--- src/rtl/boot_inject_pkg.sv ---
package boot_inject_pkg;

    typedef enum logic [3:0] {
        ST_RST_HOLD,
        ST_RST_RUN,
        ST_VEC_LO,
        ST_VEC_HI,
        ST_LDA_OP,
        ST_LDA_IMM,
        ST_STA_OP,
        ST_STA_LO,
        ST_STA_HI,
        ST_STA_WR,
        ST_JMP_OP,
        ST_JMP_LO,
        ST_JMP_HI,
        ST_FINAL_RST,
        ST_DONE
    } boot_state_e;

    localparam logic [7:0] OPC_LOAD_IMM  = 8'hA9;
    localparam logic [7:0] OPC_STORE_ABS = 8'h8D;
    localparam logic [7:0] OPC_JUMP_ABS  = 8'h4C;
    localparam logic [7:0] LOOP_ADDR_LO  = 8'h00;
    localparam logic [7:0] LOOP_ADDR_HI  = 8'h03;

endpackage

--- src/rtl/boot_phase_timer.sv ---
module boot_phase_timer #(
    parameter int HALF_TICKS = 4
) (
    input  logic clk,
    input  logic rst_n,
    input  logic run,
    output logic high_phase,
    output logic last_tick,
    output logic cycle_end
);
    localparam int TICK_W = (HALF_TICKS > 2) ? $clog2(HALF_TICKS) : 1;
    localparam logic [TICK_W-1:0] TICK_LAST = TICK_W'(HALF_TICKS - 1);

    logic [TICK_W-1:0] tick_q;
    logic              high_q;

    always_ff @(posedge clk or negedge rst_n) begin
        if (!rst_n) begin
            tick_q <= '0;
            high_q <= 1'b0;
        end else if (run) begin
            if (tick_q == TICK_LAST) begin
                tick_q <= '0;
                high_q <= ~high_q;
            end else begin
                tick_q <= tick_q + 1'b1;
            end
        end
    end

    assign high_phase = high_q;
    assign last_tick  = (tick_q == TICK_LAST);
    assign cycle_end  = run && high_q && (tick_q == TICK_LAST);

endmodule

--- src/rtl/boot_byte_select.sv ---
module boot_byte_select
    import boot_inject_pkg::*;
#(
    parameter int ADDR_W = 16,
    parameter int DATA_W = 8
) (
    input  boot_state_e        state,
    input  logic [DATA_W-1:0]  image_byte,
    input  logic [ADDR_W-1:0]  store_addr,
    output logic               drive,
    output logic [DATA_W-1:0]  value
);
    always_comb begin
        drive = 1'b1;
        value = '0;
        unique case (state)
            ST_VEC_LO:  value = DATA_W'(LOOP_ADDR_LO);
            ST_VEC_HI:  value = DATA_W'(LOOP_ADDR_HI);
            ST_LDA_OP:  value = DATA_W'(OPC_LOAD_IMM);
            ST_LDA_IMM: value = image_byte;
            ST_STA_OP:  value = DATA_W'(OPC_STORE_ABS);
            ST_STA_LO:  value = store_addr[DATA_W-1:0];
            ST_STA_HI:  value = store_addr[ADDR_W-1:ADDR_W-DATA_W];
            ST_JMP_OP:  value = DATA_W'(OPC_JUMP_ABS);
            ST_JMP_LO:  value = DATA_W'(LOOP_ADDR_LO);
            ST_JMP_HI:  value = DATA_W'(LOOP_ADDR_HI);
            ST_RST_HOLD, ST_RST_RUN, ST_STA_WR,
            ST_FINAL_RST, ST_DONE: drive = 1'b0;
            default:    drive = 1'b0;
        endcase
    end

endmodule

--- src/rtl/boot_inject_loader.sv ---
module boot_inject_loader
    import boot_inject_pkg::*;
#(
    parameter int              ADDR_W              = 16,
    parameter int              DATA_W              = 8,
    parameter int              HALF_TICKS          = 4,
    parameter int              RESET_HOLD_CYCLES   = 4,
    parameter int              RESET_IDLE_CYCLES   = 6,
    parameter int              FINAL_RESET_CYCLES  = 4,
    parameter logic [15:0]     BASE_ADDR           = 16'hD000
) (
    input  logic              clk,
    input  logic              rst_n,
    input  logic              img_valid,
    input  logic [DATA_W-1:0] img_data,
    output logic              img_req,
    output logic              cpu_clk,
    output logic              cpu_rst_n,
    output logic              boot_mode,
    output logic              bus_oe,
    output logic [DATA_W-1:0] bus_data,
    output logic              done
);
    localparam int CNT_W = $clog2(RESET_HOLD_CYCLES + RESET_IDLE_CYCLES
                                  + 2 * FINAL_RESET_CYCLES + 1);
    localparam logic [CNT_W-1:0] HOLD_LAST  = CNT_W'(RESET_HOLD_CYCLES - 1);
    localparam logic [CNT_W-1:0] IDLE_LAST  = CNT_W'(RESET_IDLE_CYCLES - 1);
    localparam logic [CNT_W-1:0] FINAL_LAST = CNT_W'(2 * FINAL_RESET_CYCLES - 1);

    boot_state_e        state_q, state_d;
    logic [CNT_W-1:0]   cyc_cnt_q;
    logic [ADDR_W-1:0]  store_addr_q;
    logic [DATA_W-1:0]  img_byte_q;
    logic               have_byte_q;
    logic               free_clk_q;

    logic               free_mode;
    logic               stall;
    logic               timer_run;
    logic               high_phase;
    logic               last_tick;
    logic               cycle_end;
    logic               sel_drive;
    logic [DATA_W-1:0]  sel_value;
    logic               take_byte;

    assign free_mode = (state_q == ST_FINAL_RST) || (state_q == ST_DONE);
    assign stall     = (state_q == ST_LDA_IMM) && !high_phase && last_tick && !have_byte_q;
    assign timer_run = !free_mode && !stall;
    assign take_byte = img_req && img_valid;

    boot_phase_timer #(.HALF_TICKS(HALF_TICKS)) u_timer (
        .clk        (clk),
        .rst_n      (rst_n),
        .run        (timer_run),
        .high_phase (high_phase),
        .last_tick  (last_tick),
        .cycle_end  (cycle_end)
    );

    boot_byte_select #(.ADDR_W(ADDR_W), .DATA_W(DATA_W)) u_select (
        .state      (state_q),
        .image_byte (img_byte_q),
        .store_addr (store_addr_q),
        .drive      (sel_drive),
        .value      (sel_value)
    );

    // State register
    always_ff @(posedge clk or negedge rst_n) begin
        if (!rst_n) state_q <= ST_RST_HOLD;
        else        state_q <= state_d;
    end

    // Next-state logic
    always_comb begin
        state_d = state_q;
        unique case (state_q)
            ST_RST_HOLD:  if (cycle_end && cyc_cnt_q == HOLD_LAST) state_d = ST_RST_RUN;
            ST_RST_RUN:   if (cycle_end && cyc_cnt_q == IDLE_LAST) state_d = ST_VEC_LO;
            ST_VEC_LO:    if (cycle_end) state_d = ST_VEC_HI;
            ST_VEC_HI:    if (cycle_end) state_d = ST_LDA_OP;
            ST_LDA_OP:    if (cycle_end) state_d = ST_LDA_IMM;
            ST_LDA_IMM:   if (cycle_end) state_d = ST_STA_OP;
            ST_STA_OP:    if (cycle_end) state_d = ST_STA_LO;
            ST_STA_LO:    if (cycle_end) state_d = ST_STA_HI;
            ST_STA_HI:    if (cycle_end) state_d = ST_STA_WR;
            ST_STA_WR:    if (cycle_end) state_d = (&store_addr_q) ? ST_FINAL_RST : ST_JMP_OP;
            ST_JMP_OP:    if (cycle_end) state_d = ST_JMP_LO;
            ST_JMP_LO:    if (cycle_end) state_d = ST_JMP_HI;
            ST_JMP_HI:    if (cycle_end) state_d = ST_LDA_OP;
            ST_FINAL_RST: if (cyc_cnt_q == FINAL_LAST) state_d = ST_DONE;
            ST_DONE:      state_d = ST_DONE;
            default:      state_d = ST_RST_HOLD;
        endcase
    end

    // Datapath registers
    always_ff @(posedge clk or negedge rst_n) begin
        if (!rst_n) begin
            cyc_cnt_q    <= '0;
            store_addr_q <= ADDR_W'(BASE_ADDR);
            img_byte_q   <= '0;
            have_byte_q  <= 1'b0;
            free_clk_q   <= 1'b0;
        end else begin
            if (take_byte) begin
                img_byte_q  <= img_data;
                have_byte_q <= 1'b1;
            end
            if (cycle_end && state_q == ST_LDA_IMM) have_byte_q <= 1'b0;
            if (cycle_end && state_q == ST_STA_WR) store_addr_q <= store_addr_q + 1'b1;
            if (state_q == ST_FINAL_RST) begin
                cyc_cnt_q <= cyc_cnt_q + 1'b1;
            end else if (cycle_end && state_q == ST_RST_HOLD) begin
                cyc_cnt_q <= (cyc_cnt_q == HOLD_LAST) ? '0 : cyc_cnt_q + 1'b1;
            end else if (cycle_end && state_q == ST_RST_RUN) begin
                cyc_cnt_q <= (cyc_cnt_q == IDLE_LAST) ? '0 : cyc_cnt_q + 1'b1;
            end
            if (free_mode) free_clk_q <= ~free_clk_q;
        end
    end

    // Outputs
    always_comb begin
        boot_mode = !free_mode;
        cpu_clk   = free_mode ? free_clk_q : high_phase;
        cpu_rst_n = !((state_q == ST_RST_HOLD) || (state_q == ST_FINAL_RST));
        bus_oe    = sel_drive && high_phase && !last_tick && !free_mode;
        bus_data  = bus_oe ? sel_value : '0;
        img_req   = (state_q == ST_LDA_IMM) && !have_byte_q;
        done      = (state_q == ST_DONE);
    end

    // bus driven only in a boot-mode high phase
    assert_oe_high_phase_R4: assert property (@(posedge clk) disable iff (!rst_n)
        bus_oe |-> (cpu_clk && boot_mode));

    // a driven clock is never the last of its high phase
    assert_release_before_fall_R4: assert property (@(posedge clk) disable iff (!rst_n)
        bus_oe |=> cpu_clk);

    // an unanswered request keeps the processor clock low
    assert_stall_clock_low_R8: assert property (@(posedge clk) disable iff (!rst_n)
        (img_req && !img_valid) |=> !cpu_clk);

    // free-running clock toggles every system clock after boot mode ends
    assert_free_clock_toggle_R7: assert property (@(posedge clk) disable iff (!rst_n)
        (!boot_mode && $past(!boot_mode)) |-> (cpu_clk != $past(cpu_clk)));

    // leaving boot mode asserts the processor reset
    assert_exit_with_reset_R7: assert property (@(posedge clk) disable iff (!rst_n)
        $fell(boot_mode) |-> !cpu_rst_n);

    // done is sticky
    assert_done_sticky_R9: assert property (@(posedge clk) disable iff (!rst_n)
        done |=> (done && !img_req));

endmodule

--- config.mk ---
export PLATFORM = sky130hd
export DESIGN_NAME = boot_inject_loader
export DESIGN_NICKNAME = d
export VERILOG_FILES = /design/src/rtl/boot_inject_pkg.sv /design/src/rtl/boot_phase_timer.sv /design/src/rtl/boot_byte_select.sv /design/src/rtl/boot_inject_loader.sv
export SDC_FILE = /design/constraint.sdc
export NUM_CORES = 1
export LEC_CHECK = 0
export BUFFER_PORTS_ARGS = -buffer_cell sky130_fd_sc_hd__buf_2
export CAP_MARGIN = 20
export CORE_MARGIN = 4
export CORE_UTILIZATION = 45
export DETAILED_ROUTE_END_ITERATION = 16
export GPL_TIMING_DRIVEN = 0
export PLACE_DENSITY = 0.74
export SLEW_MARGIN = 15
export SYNTH_ARGS = -nofsm -noshare
export SYNTH_HDL_FRONTEND = slang
export SYNTH_SLANG_ARGS = --single-unit
--- constraint.sdc ---
create_clock -name clk -period 2.34 [get_ports clk]
set_clock_uncertainty 0.15 [all_clocks]
set_input_delay 0.117 -clock clk [delete_from_list [all_inputs] [get_ports clk]]
set_output_delay 0.117 -clock clk [all_outputs]
set_load 0.1 [all_outputs]
==> Word level (Yosys, flattened, before mapping) <==
Index checks and enable logic that the tools add are counted.
{ "totals": {"ff_bits": 38, "latch_bits": 0, "ramBits": 0, "mem_bits_ro": 0, "in_bits": 11, "out_inout_bits": 14, "elab_cells": 104, "n_memories": 0} }
{ "classes": {"addsub": 3, "mul": 0, "div": 0, "n_lt_le_gt_ge": 0, "n_eq_ne": 31, "shifts": 0, "mux": 27, "bitwise_logic": 2, "n_reduce_logical": 33} }
{ "ops": {"columns": ["op", "count"], "rows": [
  ["4-bit case mux with 14 select lines", 1],
  ["8-bit case mux with 7 select lines", 1],
  ["4-bit 2-to-1 mux", 13],
  ["4-bit equality test (second input constant)", 7],
  ["5-bit 2-to-1 mux", 5],
  ["2-bit inequality test (second input constant)", 11],
  ["1-bit logical AND", 17],
  ["16-bit by 1-bit adder with 16-bit output (second input constant)", 1],
  ["4-bit by 3-bit equality test with 1-bit output (second input constant)", 4],
  ["16-bit AND reduction", 1],
  ["13-bit AND reduction", 1],
  ["5-bit by 3-bit equality test with 1-bit output (second input constant)", 2],
  ["10-bit OR reduction", 1],
  ["4-bit by 2-bit equality test with 1-bit output (second input constant)", 2],
  ["8-bit 2-to-1 mux", 1],
  ["1-bit zero test", 6],
  ["5-bit by 1-bit adder with 5-bit output (second input constant)", 1],
  ["5-bit by 2-bit equality test with 1-bit output (second input constant)", 1],
  ["4-bit by 1-bit equality test with 1-bit output (second input constant)", 1],
  ["4-bit zero test", 1],
  ["1-bit 2-to-1 mux", 4],
  ["2-bit by 1-bit inequality test with 1-bit output (second input constant)", 2],
  ["3-bit 2-to-1 mux", 1],
  ["3-bit nonzero test", 1],
  ["other kinds (8)", 10]
]} }

==> Longest topological paths before layout <==
Gate-level depths: netlist of the first run.
{ "depth": {"depth_word": 12, "mapped_depth": 7, "depth_no_buf": 6} }

==> Hierarchy <==
A second synthesis of the first run with hierarchy kept.
{ "unflattened": {"hier_cells": 234, "hier_area_um2": 2328.5} }
{ "modules_own_cells": {"columns": ["module", "instances", "cells_each", "area_each_um2", "seq_area_each_um2"], "rows": [
  ["boot_inject_loader", 1, 178, 1886.8, 879.6],
  ["boot_byte_select", 1, 45, 295.3, 0.0],
  ["boot_phase_timer", 1, 11, 146.4, 75.1]
]} }

==> Least setup slack after synthesis of the first run <==
No wires, ideal clock.
{ "synth_timing": {"path_type": "register -> output", "from": "register u_timer.tick_q[0]", "to": "output port bus_data[6]", "arrival_time_ns": 5.610, "required_time_ns": 2.073, "path_slack_ns": -3.537, "path_stages_with_launch": 5, "n_path_buf": 0, "path_cell_list": "dfrtp_1 > ha_1 > a211oi_1 > and2b_1 > nor3b_1"} }
{ "synth_via": {"elab_chain_len": 5} }
{ "synth_rtl": {"columns": ["element", "line", "rtl"], "rows": [
  ["start, declared", "boot_phase_timer.sv:14", "logic [TICK_W-1:0] tick_q;"],
  ["start signal, assigned", "boot_phase_timer.sv:26", "tick_q <= tick_q + 1'b1;"],
  ["2-bit equality test", "boot_phase_timer.sv:32", "assign last_tick = (tick_q == TICK_LAST);"],
  ["1-bit zero test", "boot_inject_loader.sv:129", "bus_oe = sel_drive && high_phase && !last_tick && !free_mode;"],
  ["1-bit logical AND (2 in a row)", "boot_inject_loader.sv:129", null],
  ["named net bus_oe", "boot_inject_loader.sv:20", "output logic bus_oe,"],
  ["8-bit 2-to-1 mux", "boot_inject_loader.sv:130", "bus_data = bus_oe ? sel_value : '0;"],
  ["end, declared", "boot_inject_loader.sv:21", "output logic [DATA_W-1:0] bus_data,"]
]} }
The timed path passes the listed nets, and every way through them passes these cells.

==> Worst setup path in the final report of the first run <==
{ "layout_timing": {"from": "register state_q[1]", "to": "output port bus_data[6]"} }
{ "layout_via": {"elab_chain_len": 7, "word_cells_on_any_way": 22, "cone_classes": "eq/ne (12); mux (3); reduce/logical (7)"} }
{ "layout_rtl": {"columns": ["element", "line", "rtl"], "rows": [
  ["start, declared", "boot_inject_loader.sv:30", "boot_state_e state_q, state_d;"],
  ["start signal, assigned", "boot_inject_loader.sv:72", "else state_q <= state_d;"],
  ["4-bit by 3-bit equality test with 1-bit output, or another cell as far along", "boot_byte_select.sv:16", "unique case (state)"],
  ["10-bit OR reduction (no source line)", null, null],
  ["1-bit 2-to-1 mux", "boot_byte_select.sv:16", null],
  ["1-bit logical AND (3 in a row)", "boot_inject_loader.sv:129", null],
  ["8-bit 2-to-1 mux *", "boot_inject_loader.sv:130", null]
]} }
Mark *: on every way between the ends. The rest lies on a longest branch, timed or not.

==> results.sh, run 1 <==
export IMPL_hp_class="primary input to async pin"
export IMPL_rr_endpoint="store_addr_q[15]"
export IMPL_ys_seq_area_share_pct=42.9
export IMPL_synth_warnings=0
export IMPL_insertion_delay_ns=0.30
export IMPL_vias_per_cell=5.45
export IMPL_finalNetCount=291
export IMPL_synth_compound_area_share_pct=16.0
export IMPL_critPathMaxFanout=10
export IMPL_cts_buffer_depth=2
export IMPL_peakVddDrop_v=0.000309
export IMPL_endpoint_kind="primary output"
export IMPL_start_util_pct=46.8
export IMPL_num_rows=25
export IMPL_synthFlopType="dfrtp_1"
export IMPL_cp_slowest_cell="dfrtp_1"
export IMPL_die_w_um=78.4
export IMPL_required_ns=2.07
export IMPL_synth_fa_ha_area_share_pct=2.25
export IMPL_cts_root_buf="clkbuf_8"
export IMPL_vias=1876
export IMPL_hold_viol=0
export IMPL_detail_route_wl_per_cell_um=15.1
export IMPL_core_area_mm2=0.00475
export IMPL_cts_tree="built"
export IMPL_cts_max_level=2
export IMPL_reg2reg_slack_ns=0.21
export IMPL_cap_violations=0
export IMPL_tightest_slew_ns=0.849
export IMPL_cts_buffers=5
export IMPL_period_needed_ns=2.26
export IMPL_yosys_register_bits=38
export IMPL_fin_ws_ns=0.0790
export IMPL_wl_um=5200
export IMPL_arrival_ns=1.99
export IMPL_nFillCells=413
export IMPL_areaGrowthSynthToFinish_pct=29.9
export IMPL_syn_num_nets=250
export IMPL_dp_cells=326
export IMPL_portBuffers=24
export IMPL_outcome="completed"
export IMPL_antenna_found_initial=0
export IMPL_worstPathCellList="buf_6 > buf_2 > a21oi_1 > a21oi_1 > and2b_4 > nor3b_4 > buf_12"
export IMPL_clkTransAtPathRegs_ns=0.08
export IMPL_grt_pass1_vias=1903
export IMPL_grtUsageTotal_pct=18.4
export IMPL_gr_total_overflow=0
export IMPL_avgSynthCellArea_um2=9.48
export IMPL_rr_startpoint="u_timer.tick_q[0]"
export IMPL_synth_cells=235
export IMPL_relSlewSlack_pct=43.4
export IMPL_grt_pass1_wl_um=8930
export IMPL_synth_edf_count=0
export IMPL_hpwl_um=3650
export IMPL_yosysUniqueCellTypes=54
export IMPL_io_pins=25
export IMPL_crit_type="flop to primary output"
export IMPL_clock_sinks=38
export IMPL_synth_async_reset_ratio_pct=100
export IMPL_diodes=0
export IMPL_critPathMostFrequentCell="a21oi_1"
export IMPL_fmax_ghz=0.442
export IMPL_drive_gt1_share_pct=32.9
export IMPL_gp_congestion=0.848
export IMPL_synth_area_mm2=0.00223
export IMPL_grt_max_degree=39
export IMPL_finalCritPeriodShare_pct=96.6
export IMPL_setup_viol=0
export IMPL_cp_slowest_stage_delay_ns=0.37
export IMPL_chipHeight_um=78.4
export IMPL_synth_top_family_by_area="simple AND/OR/NAND/NOR gates"
export IMPL_stdcell_count=344
export IMPL_preCtsSetupSlack_ns=-0.0542
export IMPL_synth_xor_area_share_pct=6.69
export IMPL_firstDrtPassIters=4
export IMPL_seq_area_um2=958
export IMPL_synth_simple_gate_area_share_pct=21.7
export IMPL_leakagePower_nw=1.24
export IMPL_power_per_cell_area_mw_per_mm2=474
export IMPL_dieArea_mm2=0.00614
export IMPL_remaining_drc_errors=0
export IMPL_synth_mux_area_share_pct=6.91
export IMPL_finalMaxSlewViolations=0
export IMPL_cp_start_kind="flop"
export IMPL_reg2regPathDepth=6
export IMPL_drt_iter0_drc=182
export IMPL_multi_input_comb_area_mm2=0.00131
export IMPL_final_antenna_net_count=0
==> how the worst max path moves through the flow <==
stage,from,to,cells past startpoint
5_1_grt,state_q[3],bus_data[1],8
3_5_place_dp,state_q[1],bus_data[2],6
6_report,state_q[1],bus_data[6],7
3_3_place_gp,state_q[1],bus_data[2],6
4_1_cts,state_q[0],bus_data[5],7
2_1_floorplan,state_q[3],bus_data[6],5
==> cells by family after synthesis <==
logic type | after synthesis
AND/OR/NAND/NOR | 89
AO/OA/AOI/OAI | 55
flip-flops | 38
buffers and inverters | 18
XOR/XNOR | 17
multiplexers | 14
adder cells (fa/ha/maj) | 4
==> stage by stage <==
stage                     TNS, ns  power (mW)  hold slack, ns  cell area [um^2]  util (%)
after detailed placement  -0.0728       0.691           0.122              2520      53.1
after CTS                       0        1.38           0.333              2820      59.3
after floorplan             -5.20       0.670          -0.329              2320         -
after global placement    -0.0379       0.691           0.122              2520      53.1
final                           0        1.37           0.309              2890      60.8
after global routing      -0.0213        1.41           0.366              2890      60.8
==> what timing repair did <==
item / 4_1_cts / 5_1_grt
setup endpoints to repair: 10 / 12
resized for setup: 20 / 28
hold endpoints to repair: 44 / 0
pin swaps: 0 / 3
setup buffers: 0 / 0
hold buffers: 10 / 0
==> final cells by class <==
class / instances / area share, %
timing repair buffer: 34 / 10.3
multi-input combinational: 179 / 45.2
sequential: 38 / 33.1
tap: 67 / 2.90
inverter: 7 / 0.908
clock inverter: 3 / 2.38
clock buffer: 5 / 2.38
buffer: 11 / 2.77
==> layer usage <==
metal  wire (um)  part of all wire [%]  global-route usage (%)
met5           0                     0                       0
met4          99                   1.9                    6.99
met3         189                   3.6                    3.56
met2        2410                    46                    28.2
met1        2500                    48                    25.6
==> placed cells by master (no fill, tap or decap), types with 4 or more instances in the layout <==
cell	Yosys	layout
mux2_2	11	9
nand3_1	10	10
buf_2	3	19
dlygate4sd3_1	0	10
dfrtp_1	35	32
o21ai_0	12	10
a31o_2	4	4
buf_6	1	7
clkbuf_8	0	6
xnor2_1	10	10
xor2_1	7	7
a21oi_1	14	13
inv_1	6	6
nor2_1	14	13
nand2_1	25	24
==> synthesized netlist by cell type, drive strengths merged (5+ instances only) <==
master | number | area, um^2
inv | 7 | 26.3
clkbuf | 7 | 26.3
nor2b | 5 | 31.3
dfrtp | 35 | 876
o21ai | 14 | 70.1
nand3 | 10 | 50.1
nor2 | 14 | 52.6
mux2 | 11 | 124
nand2b | 5 | 31.3
xor2 | 7 | 61.3
xnor2 | 10 | 87.6
nor3 | 6 | 45.0
a21oi | 15 | 78.8
nand2 | 25 | 93.8
==> power breakdown <==
part	leakage [nW]	total (mW)	switching (mW)	internal, mW
logic	0.666	0.0330	0.0162	0.0168
clock network	0.0683	0.681	0.254	0.427
registers	0.502	0.656	0	0.656
total	1.24	1.37	0.270	1.10
==> sequential cells by signal, indices dropped and copies added, names as in the netlist <==
| signal | count |
|---|---|
| state_q | 4 |
| img_byte_q | 8 |
| cyc_cnt_q | 5 |
| u_timer.high_phase | 1 |
| store_addr_q | 16 |
| free_clk_q | 1 |
| u_timer.tick_q | 2 |
| have_byte_q | 1 |
==> worst max-delay path, delay by kind of cell (launching register included) <==
family / cells / cell delay (ns)
compound gates: 2 / 0.24
buf+inv: 3 / 0.52
flops: 1 / 0.37
simple gates: 2 / 0.55
Note: power is estimated with default switching activity, not from simulation.
==> run 2, diff against run 1 <==
==> constraint.sdc (replaced) <==
create_clock -name clk -period 2.34 [get_ports clk]
set_clock_uncertainty 0.15 [all_clocks]
set_input_delay 0.468 -clock clk [delete_from_list [all_inputs] [get_ports clk]]
set_output_delay 0.468 -clock clk [all_outputs]
set_load 0.1 [all_outputs]
==> results.sh, run 2 (same netlist as run 1, synthesis figures left out) <==
export IMPL_start_util_pct=46.8
export IMPL_dieArea_mm2=0.00614
export IMPL_portBuffers=24
export IMPL_hold_viol=0
export IMPL_finalCritPeriodShare_pct=110
export IMPL_outcome="finished with violations"
export IMPL_cap_violations=0
export IMPL_cp_start_kind="flop"
export IMPL_cp_slowest_stage_delay_ns=0.48
export IMPL_power_switching_mw=0.268
export IMPL_p_clk_share_pct=51.1
export IMPL_wl_um=6500
export IMPL_detail_route_wl_per_cell_um=18.2
export IMPL_crit_family="simple AND/OR/NAND/NOR gates"
export IMPL_finalNetCount=305
export IMPL_final_setup_tns_ns=-1.64
export IMPL_endpoint_kind="primary output"
export IMPL_grtUsageTotal_pct=20.5
export IMPL_grt_pass1_vias=2007
export IMPL_grt_pass1_wl_um=9940
export IMPL_required_ns=1.72
export IMPL_clkTransAtPathRegs_ns=0.08
export IMPL_chipHeight_um=78.4
export IMPL_multi_input_comb_area_mm2=0.00137
export IMPL_num_rows=25
export IMPL_diodes=0
export IMPL_grt_max_degree=39
export IMPL_largest_reg_flops=16
export IMPL_antenna_found_initial=0
export IMPL_die_w_um=78.4
export IMPL_period_needed_ns=2.58
export IMPL_final_cell_mix="dfrtp_1 (32), nand2_1 (23), buf_4 (20)"
export IMPL_hpwl_um=3550
export IMPL_fin_ws_ns=-0.242
export IMPL_combPwrFrac_pct=1.5
export IMPL_regMostFlops="store_addr_q"
export IMPL_drt_iter0_drc=251
export IMPL_drive_gt1_share_pct=43.0
export IMPL_layout_commonest_cell="dfrtp_1"
export IMPL_rsz0062_at_grt="true"
export IMPL_violations="negative setup slack"
export IMPL_p_total_mw=1.38
export IMPL_cts_hold_buffers=0
export IMPL_finalMaxSlewViolations=0
export IMPL_seq_area_um2=958
export IMPL_clock_sinks=38
export IMPL_core_area_mm2=0.00475
export IMPL_cts_root_buf="clkbuf_8"
export IMPL_nFillCells=358
export IMPL_areaGrowthSynthToFinish_pct=44.8
export IMPL_remaining_drc_errors=0
export IMPL_relSlewSlack_pct=42.3
export IMPL_insertion_delay_ns=0.30
export IMPL_gp_congestion=0.877
export IMPL_cts_buffer_depth=2
export IMPL_gr_total_overflow=0
export IMPL_cp_slowest_cell="dfrtp_2"
export IMPL_crit_type="flop to primary output"
export IMPL_cts_tree="built"
export IMPL_critPathMaxFanout=8
export IMPL_vias_per_cell=5.76
export IMPL_firstDrtPassIters=5
export IMPL_cts_buffers=5
export IMPL_cts_max_level=2
export IMPL_internal_power_mw=1.12
export IMPL_top_regs="store_addr_q (16), img_byte_q (8), cyc_cnt_q (5)"
export IMPL_worstPathCellList="nand2b_2 > nor2_4 > a22oi_1 > nor2_1 > o21a_1 > buf_8"
export IMPL_arrival_ns=1.96
export IMPL_fmax_ghz=0.387
export IMPL_seqPwrFrac_pct=47.4
export IMPL_switching_share_pct=19.3
export IMPL_final_antenna_net_count=0
export IMPL_power_per_cell_area_mw_per_mm2=429
export IMPL_leakagePower_nw=1.37
export IMPL_path_buf_inv=1
export IMPL_io_pins=25
export IMPL_setup_viol=12
export IMPL_peakVddDrop_v=0.000289
export IMPL_vias=2063
export IMPL_fin_hold_ws_ns=0.128
export IMPL_hp_class="primary input to async pin"
export IMPL_tightest_slew_ns=0.865
[run 2: path summary, 6_finish.rpt]
kind	cells after the start	start	endpoint	slack [ns]
min reg2reg	1	free_clk_q	free_clk_q	0.34
max reg2reg	9	state_q[1]	store_addr_q[11]	-0.06
max	6	state_q[2]	bus_data[7]	-0.24
max in group asynchronous	1	rst_n	state_q[3]	1.33
min in group clk	2	img_data[7]	img_byte_q[7]	0.25
min	1	rst_n	cyc_cnt_q[1]	0.13
[run 2: area by class of cell]
| type | count | share of cell area [%] |
|---|---|---|
| clock buffer | 6 | 2.56 |
| multi-input combinational | 179 | 42.3 |
| clock inverter | 2 | 1.86 |
| buffer | 10 | 3.49 |
| tap | 67 | 2.60 |
| sequential | 38 | 29.7 |
| timing repair buffer | 49 | 16.5 |
| inverter | 7 | 0.970 |
[run 2: routing by layer]
layer	track usage, %	up-vias	wire [um]
met5	0	-	0
met4	7.52	0	155
met3	4.47	19	390
met2	33.0	88	3140
met1	27.1	1013	2820
li1	-	943	-
[run 2: metrics by stage]
step           utilization (%)  setup slack (ns)  cells  cell area, um^2
2_1_floorplan                -             -1.06    235             2290
3_3_place_gp              52.5            -0.367    326             2500
3_5_place_dp              52.5            -0.360    326             2500
4_1_cts                   62.6            -0.219    344             2980
5_1_grt                   67.8            -0.331    358             3220
6_report                  67.8            -0.242    358             3220
[run 2: what timing repair did]
action                     4_1_cts  5_1_grt
gates cloned                     0        1
gates resized for setup         76       32
pin swaps                        5        9
setup buffers                   11       14
setup endpoints to repair       14       14
[run 2: power by group through the flow]
stage | Combinational (mW) | Clock, mW | Sequential, mW
finish | 0.0204 | 0.708 | 0.656
global route | 0.0245 | 0.744 | 0.656
CTS | 0.0216 | 0.709 | 0.656
detailed placement | 0.0215 | 0 | 0.669
global placement | 0.0212 | 0 | 0.669
floorplan | 0.000190 | 0 | 0.669
